--- src/rtl/pkt_fork_pkg.sv ---
package pkt_fork_pkg;
  typedef enum logic [1:0] {
    ROLE_NORMAL = 2'd0,
    ROLE_MASTER = 2'd1,
    ROLE_MIRROR = 2'd2,
    ROLE_RSVD   = 2'd3
  } role_t;
endpackage

--- src/rtl/pkt_fork_cfg.sv ---
module pkt_fork_cfg #(
  parameter int COORD_W = 4
) (
  input  logic                 clk,
  input  logic                 rst,
  input  logic                 we,
  input  logic [1:0]           role_in,
  input  logic [COORD_W-1:0]   mx_in,
  input  logic [COORD_W-1:0]   my_in,
  output pkt_fork_pkg::role_t  role,
  output logic [COORD_W-1:0]   mx,
  output logic [COORD_W-1:0]   my
);
  always_ff @(posedge clk) begin
    if (rst) begin
      role <= pkt_fork_pkg::ROLE_NORMAL;
      mx   <= '0;
      my   <= '0;
    end else if (we) begin
      role <= pkt_fork_pkg::role_t'(role_in);
      mx   <= mx_in;
      my   <= my_in;
    end
  end
endmodule

--- src/rtl/pkt_fork_ctrl.sv ---
module pkt_fork_ctrl #(
  parameter int FLIT_W  = 32,
  parameter int COORD_W = 4
) (
  input  logic                 clk,
  input  logic                 rst,
  input  pkt_fork_pkg::role_t  role,
  input  logic [COORD_W-1:0]   mx,
  input  logic [COORD_W-1:0]   my,
  input  logic                 in_valid,
  input  logic [FLIT_W-1:0]    in_data,
  input  logic                 in_last,
  input  logic                 loc_can,
  input  logic                 st_full,
  output logic                 in_ready,
  output logic                 accept,
  output logic                 head,
  output logic                 st_wr,
  output logic [FLIT_W-1:0]    st_wdata
);
  localparam int DEST_W = 2 * COORD_W;

  logic in_pkt_q;
  logic pkt_copy_q;
  logic copy_sel;

  assign head     = !in_pkt_q;
  assign copy_sel = in_pkt_q ? pkt_copy_q : (role == pkt_fork_pkg::ROLE_MASTER);
  assign in_ready = loc_can && (!copy_sel || !st_full);
  assign accept   = in_valid && in_ready;
  assign st_wr    = accept && copy_sel;

  always_comb begin
    st_wdata = in_data;
    if (head) st_wdata[DEST_W-1:0] = {mx, my};
  end

  always_ff @(posedge clk) begin
    if (rst) begin
      in_pkt_q   <= 1'b0;
      pkt_copy_q <= 1'b0;
    end else if (accept) begin
      in_pkt_q <= !in_last;
      if (head) pkt_copy_q <= (role == pkt_fork_pkg::ROLE_MASTER);
    end
  end
endmodule

--- src/rtl/pkt_fork_out.sv ---
module pkt_fork_out #(
  parameter int W = 33
) (
  input  logic         clk,
  input  logic         rst,
  input  logic         load,
  input  logic [W-1:0] d,
  input  logic         ready,
  output logic         can,
  output logic         valid,
  output logic [W-1:0] q
);
  assign can = !valid || ready;

  always_ff @(posedge clk) begin
    if (rst) valid <= 1'b0;
    else if (can) valid <= load;
  end

  always_ff @(posedge clk) begin
    if (can && load) q <= d;
  end
endmodule

--- src/rtl/pkt_fork_store.sv ---
module pkt_fork_store #(
  parameter int W     = 33,
  parameter int DEPTH = 16
) (
  input  logic           clk,
  input  logic           rst,
  input  logic           wr,
  input  logic [W-1:0]   wdata,
  output logic           full,
  output logic [$clog2(DEPTH):0] cnt,
  input  logic           out_ready,
  output logic           out_valid,
  output logic [W-1:0]   out_data
);
  localparam int AW    = $clog2(DEPTH);
  localparam int CNT_W = AW + 1;
  localparam logic [CNT_W-1:0] DEPTH_C = CNT_W'(DEPTH);
  localparam logic [AW-1:0]    LAST_C  = AW'(DEPTH - 1);

  logic [W-1:0]  mem [DEPTH];
  logic [AW-1:0] wr_ptr;
  logic [AW-1:0] rd_ptr;
  logic          pop;

  assign full = (cnt == DEPTH_C);
  assign pop  = (cnt != '0) && (!out_valid || out_ready);

  always_ff @(posedge clk) begin
    if (wr) mem[wr_ptr] <= wdata;
    if (pop) out_data <= mem[rd_ptr];
  end

  always_ff @(posedge clk) begin
    if (rst) begin
      wr_ptr    <= '0;
      rd_ptr    <= '0;
      cnt       <= '0;
      out_valid <= 1'b0;
    end else begin
      if (wr)  wr_ptr <= (wr_ptr == LAST_C) ? '0 : wr_ptr + 1'b1;
      if (pop) rd_ptr <= (rd_ptr == LAST_C) ? '0 : rd_ptr + 1'b1;
      cnt <= cnt + CNT_W'(wr) - CNT_W'(pop);
      if (pop) out_valid <= 1'b1;
      else if (out_ready) out_valid <= 1'b0;
    end
  end
endmodule

--- src/rtl/pkt_fork_top.sv ---
module pkt_fork_top #(
  parameter int FLIT_W  = 32,
  parameter int COORD_W = 4,
  parameter int DEPTH   = 16
) (
  input  logic               clk,
  input  logic               rst,
  input  logic               cfg_we,
  input  logic [1:0]         cfg_role,
  input  logic [COORD_W-1:0] cfg_mx,
  input  logic [COORD_W-1:0] cfg_my,
  input  logic               in_valid,
  input  logic [FLIT_W-1:0]  in_data,
  input  logic               in_last,
  output logic               in_ready,
  output logic               loc_valid,
  output logic [FLIT_W-1:0]  loc_data,
  output logic               loc_last,
  input  logic               loc_ready,
  output logic               cpy_valid,
  output logic [FLIT_W-1:0]  cpy_data,
  output logic               cpy_last,
  input  logic               cpy_ready
);
  localparam int W     = FLIT_W + 1;
  localparam int CNT_W = $clog2(DEPTH) + 1;

  pkt_fork_pkg::role_t role;
  logic [COORD_W-1:0]  mir_x;
  logic [COORD_W-1:0]  mir_y;
  logic                accept;
  logic                head_flit;
  logic                loc_can;
  logic                st_full;
  logic                st_wr;
  logic [FLIT_W-1:0]   st_wdata;
  logic [CNT_W-1:0]    st_cnt;
  logic [W-1:0]        loc_q;
  logic [W-1:0]        cpy_q;

  pkt_fork_cfg #(.COORD_W(COORD_W)) u_cfg (
    .clk(clk), .rst(rst), .we(cfg_we), .role_in(cfg_role),
    .mx_in(cfg_mx), .my_in(cfg_my), .role(role), .mx(mir_x), .my(mir_y)
  );

  pkt_fork_ctrl #(.FLIT_W(FLIT_W), .COORD_W(COORD_W)) u_ctrl (
    .clk(clk), .rst(rst), .role(role), .mx(mir_x), .my(mir_y),
    .in_valid(in_valid), .in_data(in_data), .in_last(in_last),
    .loc_can(loc_can), .st_full(st_full), .in_ready(in_ready),
    .accept(accept), .head(head_flit), .st_wr(st_wr), .st_wdata(st_wdata)
  );

  pkt_fork_out #(.W(W)) u_loc (
    .clk(clk), .rst(rst), .load(accept), .d({in_last, in_data}),
    .ready(loc_ready), .can(loc_can), .valid(loc_valid), .q(loc_q)
  );

  pkt_fork_store #(.W(W), .DEPTH(DEPTH)) u_store (
    .clk(clk), .rst(rst), .wr(st_wr), .wdata({in_last, st_wdata}),
    .full(st_full), .cnt(st_cnt), .out_ready(cpy_ready),
    .out_valid(cpy_valid), .out_data(cpy_q)
  );

  assign loc_data = loc_q[FLIT_W-1:0];
  assign loc_last = loc_q[FLIT_W];
  assign cpy_data = cpy_q[FLIT_W-1:0];
  assign cpy_last = cpy_q[FLIT_W];
endmodule

--- config.mk ---
export PLATFORM = sky130hd
export DESIGN_NAME = pkt_fork_top
export DESIGN_NICKNAME = d
export VERILOG_FILES = /design/src/rtl/pkt_fork_pkg.sv /design/src/rtl/pkt_fork_cfg.sv /design/src/rtl/pkt_fork_ctrl.sv /design/src/rtl/pkt_fork_out.sv /design/src/rtl/pkt_fork_store.sv /design/src/rtl/pkt_fork_top.sv
export SDC_FILE = /design/constraint.sdc
export NUM_CORES = 1
export LEC_CHECK = 0
export BUFFER_PORTS_ARGS = -buffer_cell sky130_fd_sc_hd__buf_2
export CORE_MARGIN = 8
export CORE_UTILIZATION = 45
export DETAILED_ROUTE_END_ITERATION = 8
export SLEW_MARGIN = 25
export SYNTH_ARGS = -nofsm -noshare
export SYNTH_HDL_FRONTEND = slang
export SYNTH_SLANG_ARGS = --single-unit
--- constraint.sdc ---
create_clock -name clk -period 10.16 [get_ports clk]
set_clock_uncertainty 0.2 [all_clocks]
set_input_delay 1.524 -clock clk [delete_from_list [all_inputs] [get_ports clk]]
set_output_delay 1.524 -clock clk [all_outputs]
set_load 0.05 [all_outputs]
* Word level (Yosys, flattened, before mapping) *
Memory sizes are Yosys's and may differ from the RTL's. A register that Yosys moved wholly into a read port is not among the register bits.
Cells that the tools add are included.

operators by class
  $add $sub $neg = 4
  multipliers = 0
  divide/modulo/power cells = 0
  magnitude comparators = 0
  equality and inequality tests = 4
  shifts and indexed selects = 0
  multiplexer cells = 8
  bitwise operators = 0
  reduce and logical (&&, ||, !) cells = 15

operator list
  kind                                                             count
  4-bit by 1-bit adder with 4-bit output, second input constant    2
  4-bit == test, second input constant                             2
  4-bit two-way mux                                                2
  8-bit two-way mux                                                1
  5-bit by 1-bit adder with 5-bit output                           1
  5-bit == test, second input constant                             1
  1-bit logical AND                                                5
  1-bit logical NOT                                                5
  1-bit two-way mux                                                5
  5-bit nonzero test                                               1
  5-bit by 1-bit subtractor with 5-bit output                      1
  1-bit logical OR                                                 3
  2-bit by 1-bit == test with 1-bit output, second input constant  1
  2-bit nonzero test                                               1

storage, ports and cells
  flip-flop bits (word level) = 60
  bits in latches = 0
  bits in writable memories = 528
  bits in read-only memories = 0
  input bits = 49
  memories = 1

memories
  memory       words  width  read ports  clocked after memory_dff  wr ports  RTL line              text
  u_store.mem  16     33     1           1                         1         pkt_fork_store.sv:20  logic [W-1:0] mem [DEPTH];

* Depth between registers and ports, before layout *
  depth after elaboration = 9
  mapped depth = 13
  gate-level depth less buffers = 12

* Modules after synthesis *
Synthesis repeated with hierarchy kept, for this count alone.

second synthesis, totals
  cell total of the unflattened synthesis = 1069
  area, all modules = 23420.0 um2

by module, submodules not included
  module          times used  cells each  area each (um2)  sequential area each (um2)
  pkt_fork_store  1           948         21593.2          17126.4
  pkt_fork_out    1           38          1046.0           1011.0
  pkt_fork_ctrl   1           51          427.9            40.0
  pkt_fork_cfg    1           32          352.8            200.2

* Least setup slack after synthesis *
Ideal clock, no wire load.

  path type = input port to flip-flop
  from = input port loc_ready
  to = memory u_store.mem[0][0] (enable)
  arrival = 4.648 ns
  required time = 9.496 ns
  setup slack = 4.848 ns
  cell stages on the path = 4
  path through = nor2b_1 > a2111oi_4 > nand2_1 > nor3_1

on the way
  cells in the longest elaborated chain, start to end = 6

ends and longest elaborated chain
  element                                  RTL line              text
  from (decl)                              pkt_fork_top.sv:19    input logic loc_ready,
  1-bit logical OR                         pkt_fork_out.sv:13    assign can = !valid || ready;
  1-bit logical AND                        pkt_fork_ctrl.sv:29   assign in_ready = loc_can && (!copy_sel || !st_full);
  1-bit logical AND                        pkt_fork_ctrl.sv:30   assign accept = in_valid && in_ready;
  1-bit logical AND                        pkt_fork_ctrl.sv:31   assign st_wr = accept && copy_sel;
  named net st_wr                          pkt_fork_top.sv:35    logic st_wr;
  1-bit two-way mux                        pkt_fork_store.sv:29  if (wr) mem[wr_ptr] <= wdata;
  1-bit two-way mux (implied by the code)  pkt_fork_store.sv:29
  to (decl)                                pkt_fork_store.sv:20

The timed path passes the listed nets, and every way through them passes these cells.

* Final worst setup path *
  from = input port loc_ready
  to = output port in_ready

on the way
  cells in the longest elaborated chain, start to end = 2

ends and longest elaborated chain
  element            RTL line             text
  1-bit logical OR   pkt_fork_out.sv:13
  1-bit logical AND  pkt_fork_ctrl.sv:29
  to (decl)          pkt_fork_top.sv:15   output logic in_ready,

No other way between the ends.

==> qor.csv <==
metric,value,unit
first-pass GRT wire length,74.5,mm
"Async S/R FF share, synth",0,
Sw Pwr,0.00195,W
Routed WL per cell,25.5,µm
fin cells,1935,
"count leader, synth",edfxtp_1,
DR vias/cell,5.66,
CP dominant cell by count,buf_2,
post-synthesis sequential area ratio,0.793,
Initial Util,0.453,
P_int,0.00488,W
CTS Buf Count,66,
Final Hold Viols,0,
final setup fails,0,
Post-synth top cells,"594 x edfxtp_1, 132 x mux4_2, 66 x a22oi_1",
Clock Root Buffer,clkbuf_16,
Post CTS Setup Buffer Count,0,
share of cells above drive strength 1,0.320,
post-layout util,0.530,
Starting DRT DRC Count,1020,
fill count,3973,
Reg power frac,0.445,
# port buffers,117,
RSZ-0062 raised after global routing,false,
crit-path max FO,5,
CP required,8440,ps
antenna violations before repair,0,
run status,completed,
number of H-tree levels,3,
Worst path max stage delay,330,ps
nets,1263,
top cell type by total area after synthesis,edfxtp_1,
deepest clock path buffer count,3,
pre-CTS setup slack,5740,ps
Setup crit end kind,output port,
max-cap violation count,0,
"Clk pin slew, worst setup/hold paths",60,ps
die width,243,µm
post-synthesis area per instance,22.2,µm²
Mapped Cells,1044,
CP arrival,2270,ps
post-DP HPWL,29.3,mm
Power Density,252,nW/µm²
critical path class,in2out,
Slew @ Worst Pin,1010,ps
CTS tree,built,
Synth area leaders,"edfxtp_1 77%, mux4_2 13%, dfxtp_1 2.3%",
Mapped Nets,1105,
Hold Path Class,reg2reg,
drt total wl,49.4,mm
"EDFF count, synth",594,
Antenna Nets Post-Route,0,
LEAKAGE,8.79,nW
Seq cells post-synth,621,
Top Ports,118,
Core ar.,51100,µm²
"Primary FF master, synth",edfxtp_1,
combinational fraction of design power,0.217,
die height,243,µm
Fin Hold WS,289,ps
Die Area,59000,µm²
crit path launch type,input pin,
total gr overflow,0,
Final Slew Violations,0,
# resized after CTS,0,
number of cell rows,83,
Max-slew headroom,0.326,
Final period util,0.393,
final critical-path setup slack,6170,ps
antenna cell count,0,
CTS Sinks,621,
Max Clock Freq,250,MHz
Final min period,3990,ps
DRC Markers,0,
CTS Hold Bufs,0,
Crit-path slowest cell,nor2b_1,
setup TNS,0,ps
Area Overhead vs Synth,16.9,%
largest net degree at the start of global routing,65,
clock network power share,0.338,
post-synthesis cell type count,42,
drt pass-1 iters,5,
switch share,0.286,
mapped cell area,23200,µm²
vias in the first global route,11412,
routability cong.,0.749,
crit-path cells,buf_2 -> nor2b_1 -> nor2_1 -> buf_2,
Post-Place Cells,1808,
All-Layer GR Usage,0.167,
peak supply drop,0.175,mV
Synth top area share,0.770,
DR vias,10955,
clk_lat worst skew,590,ps
warnings from Yosys,0,
## logic make-up (layout without fill, tap and decap cells)
family                   after synthesis  after routing  synth area share
XOR/XNOR                               4              4           0.00151
adder cells (fa/ha/maj)               12             12           0.00681
AO/OA/AOI/OAI                         84             84            0.0277
flip-flops                           621            621             0.793
AND/OR/NAND/NOR                      104            104            0.0207
multiplexers                         155            155             0.139
buffers and inverters                 64            275            0.0109
## stage by stage
step | instance area [µm²] | total power [W]
after CTS | 26900 | 0.00692
after detailed placement | 24800 | 0.00461
after global routing | 27100 | 0.00710
after global placement | 24600 | 0.00459
final | 27100 | 0.00683
after floorplan | 23200 | 0.00418
## flip-flops by register name, indices dropped and copies added, names as in the netlist
name / cells
u_store.mem: 528
u_loc.q: 33
u_store.out_data: 33
u_store.cnt: 5
u_cfg.mx: 4
u_cfg.my: 4
u_store.rd_ptr: 4
u_store.wr_ptr: 4
u_cfg.role: 2
u_ctrl.in_pkt_q: 1
u_ctrl.pkt_copy_q: 1
u_loc.valid: 1
u_store.out_valid: 1
## cells in the final DEF, fill, tap and decap left out, drive strengths merged, types with 2 or more instances in the layout
cell type | Yosys | final
edfxtp | 594 | 594
mux2i | 14 | 14
dfxtp | 27 | 27
nor3 | 4 | 4
buf | 23 | 143
nand2 | 43 | 43
ha | 11 | 11
mux2 | 9 | 9
nor2b | 7 | 7
inv | 11 | 16
clkinvlp | 0 | 2
nor3b | 2 | 2
clkinv | 0 | 28
nor2 | 35 | 35
xnor2 | 3 | 3
clkbuf | 30 | 81
nand2b | 4 | 4
mux4 | 132 | 132
a21oi | 8 | 8
a22oi | 66 | 66
bufinv | 0 | 5
## metal layers
| metal | vias to the layer above | GRT usage | part of all wire |
|---|---|---|---|
| met3 | 62 | 0.0391 | 0.069 |
| met1 | 5852 | 0.254 | 0.47 |
| met5 | - | 0 | 0 |
| met2 | 356 | 0.239 | 0.44 |
| met4 | 0 | 0.0464 | 0.017 |
| li1 | 4685 | - | - |
## worst paths after layout
| check | from | to | slack (ps) | cells after the start |
|---|---|---|---|---|
| worst max-delay path | loc_ready | in_ready | 6170 | 4 |
| worst min-delay path | u_cfg.mx[3] | u_cfg.mx[3] | 290 | 2 |
| worst max register to register | u_store.rd_ptr[1] | u_store.out_data[5] | 6440 | 5 |
| worst min register to register | u_cfg.mx[3] | u_cfg.mx[3] | 290 | 2 |
## final cells by class
cell class,count,area (µm²),area share
well taps,680,851,0.0314
repair buffers,143,1030,0.0382
clock inverters,40,348,0.0128
inverters,11,41.3,0.00153
multi-input cells,359,4680,0.173
flip-flops and latches,621,18400,0.679
clock buffers,81,1730,0.0639
## power groups by stage
stage                     Clock [W]  Sequential (W)  Combinational, W
after floorplan                   0         0.00334          0.000842
after global placement            0         0.00313           0.00146
after detailed placement          0         0.00310           0.00151
after CTS                   0.00237         0.00305           0.00151
after global routing        0.00246         0.00306           0.00159
final                       0.00231         0.00304           0.00148
## critical path: cells and delay by family
| family | cells | cell delay [ps] |
|---|---|---|
| and+or+nand+nor | 2 | 420 |
| buffers and inverters | 2 | 310 |
Power figures use the tool's default switching activity.
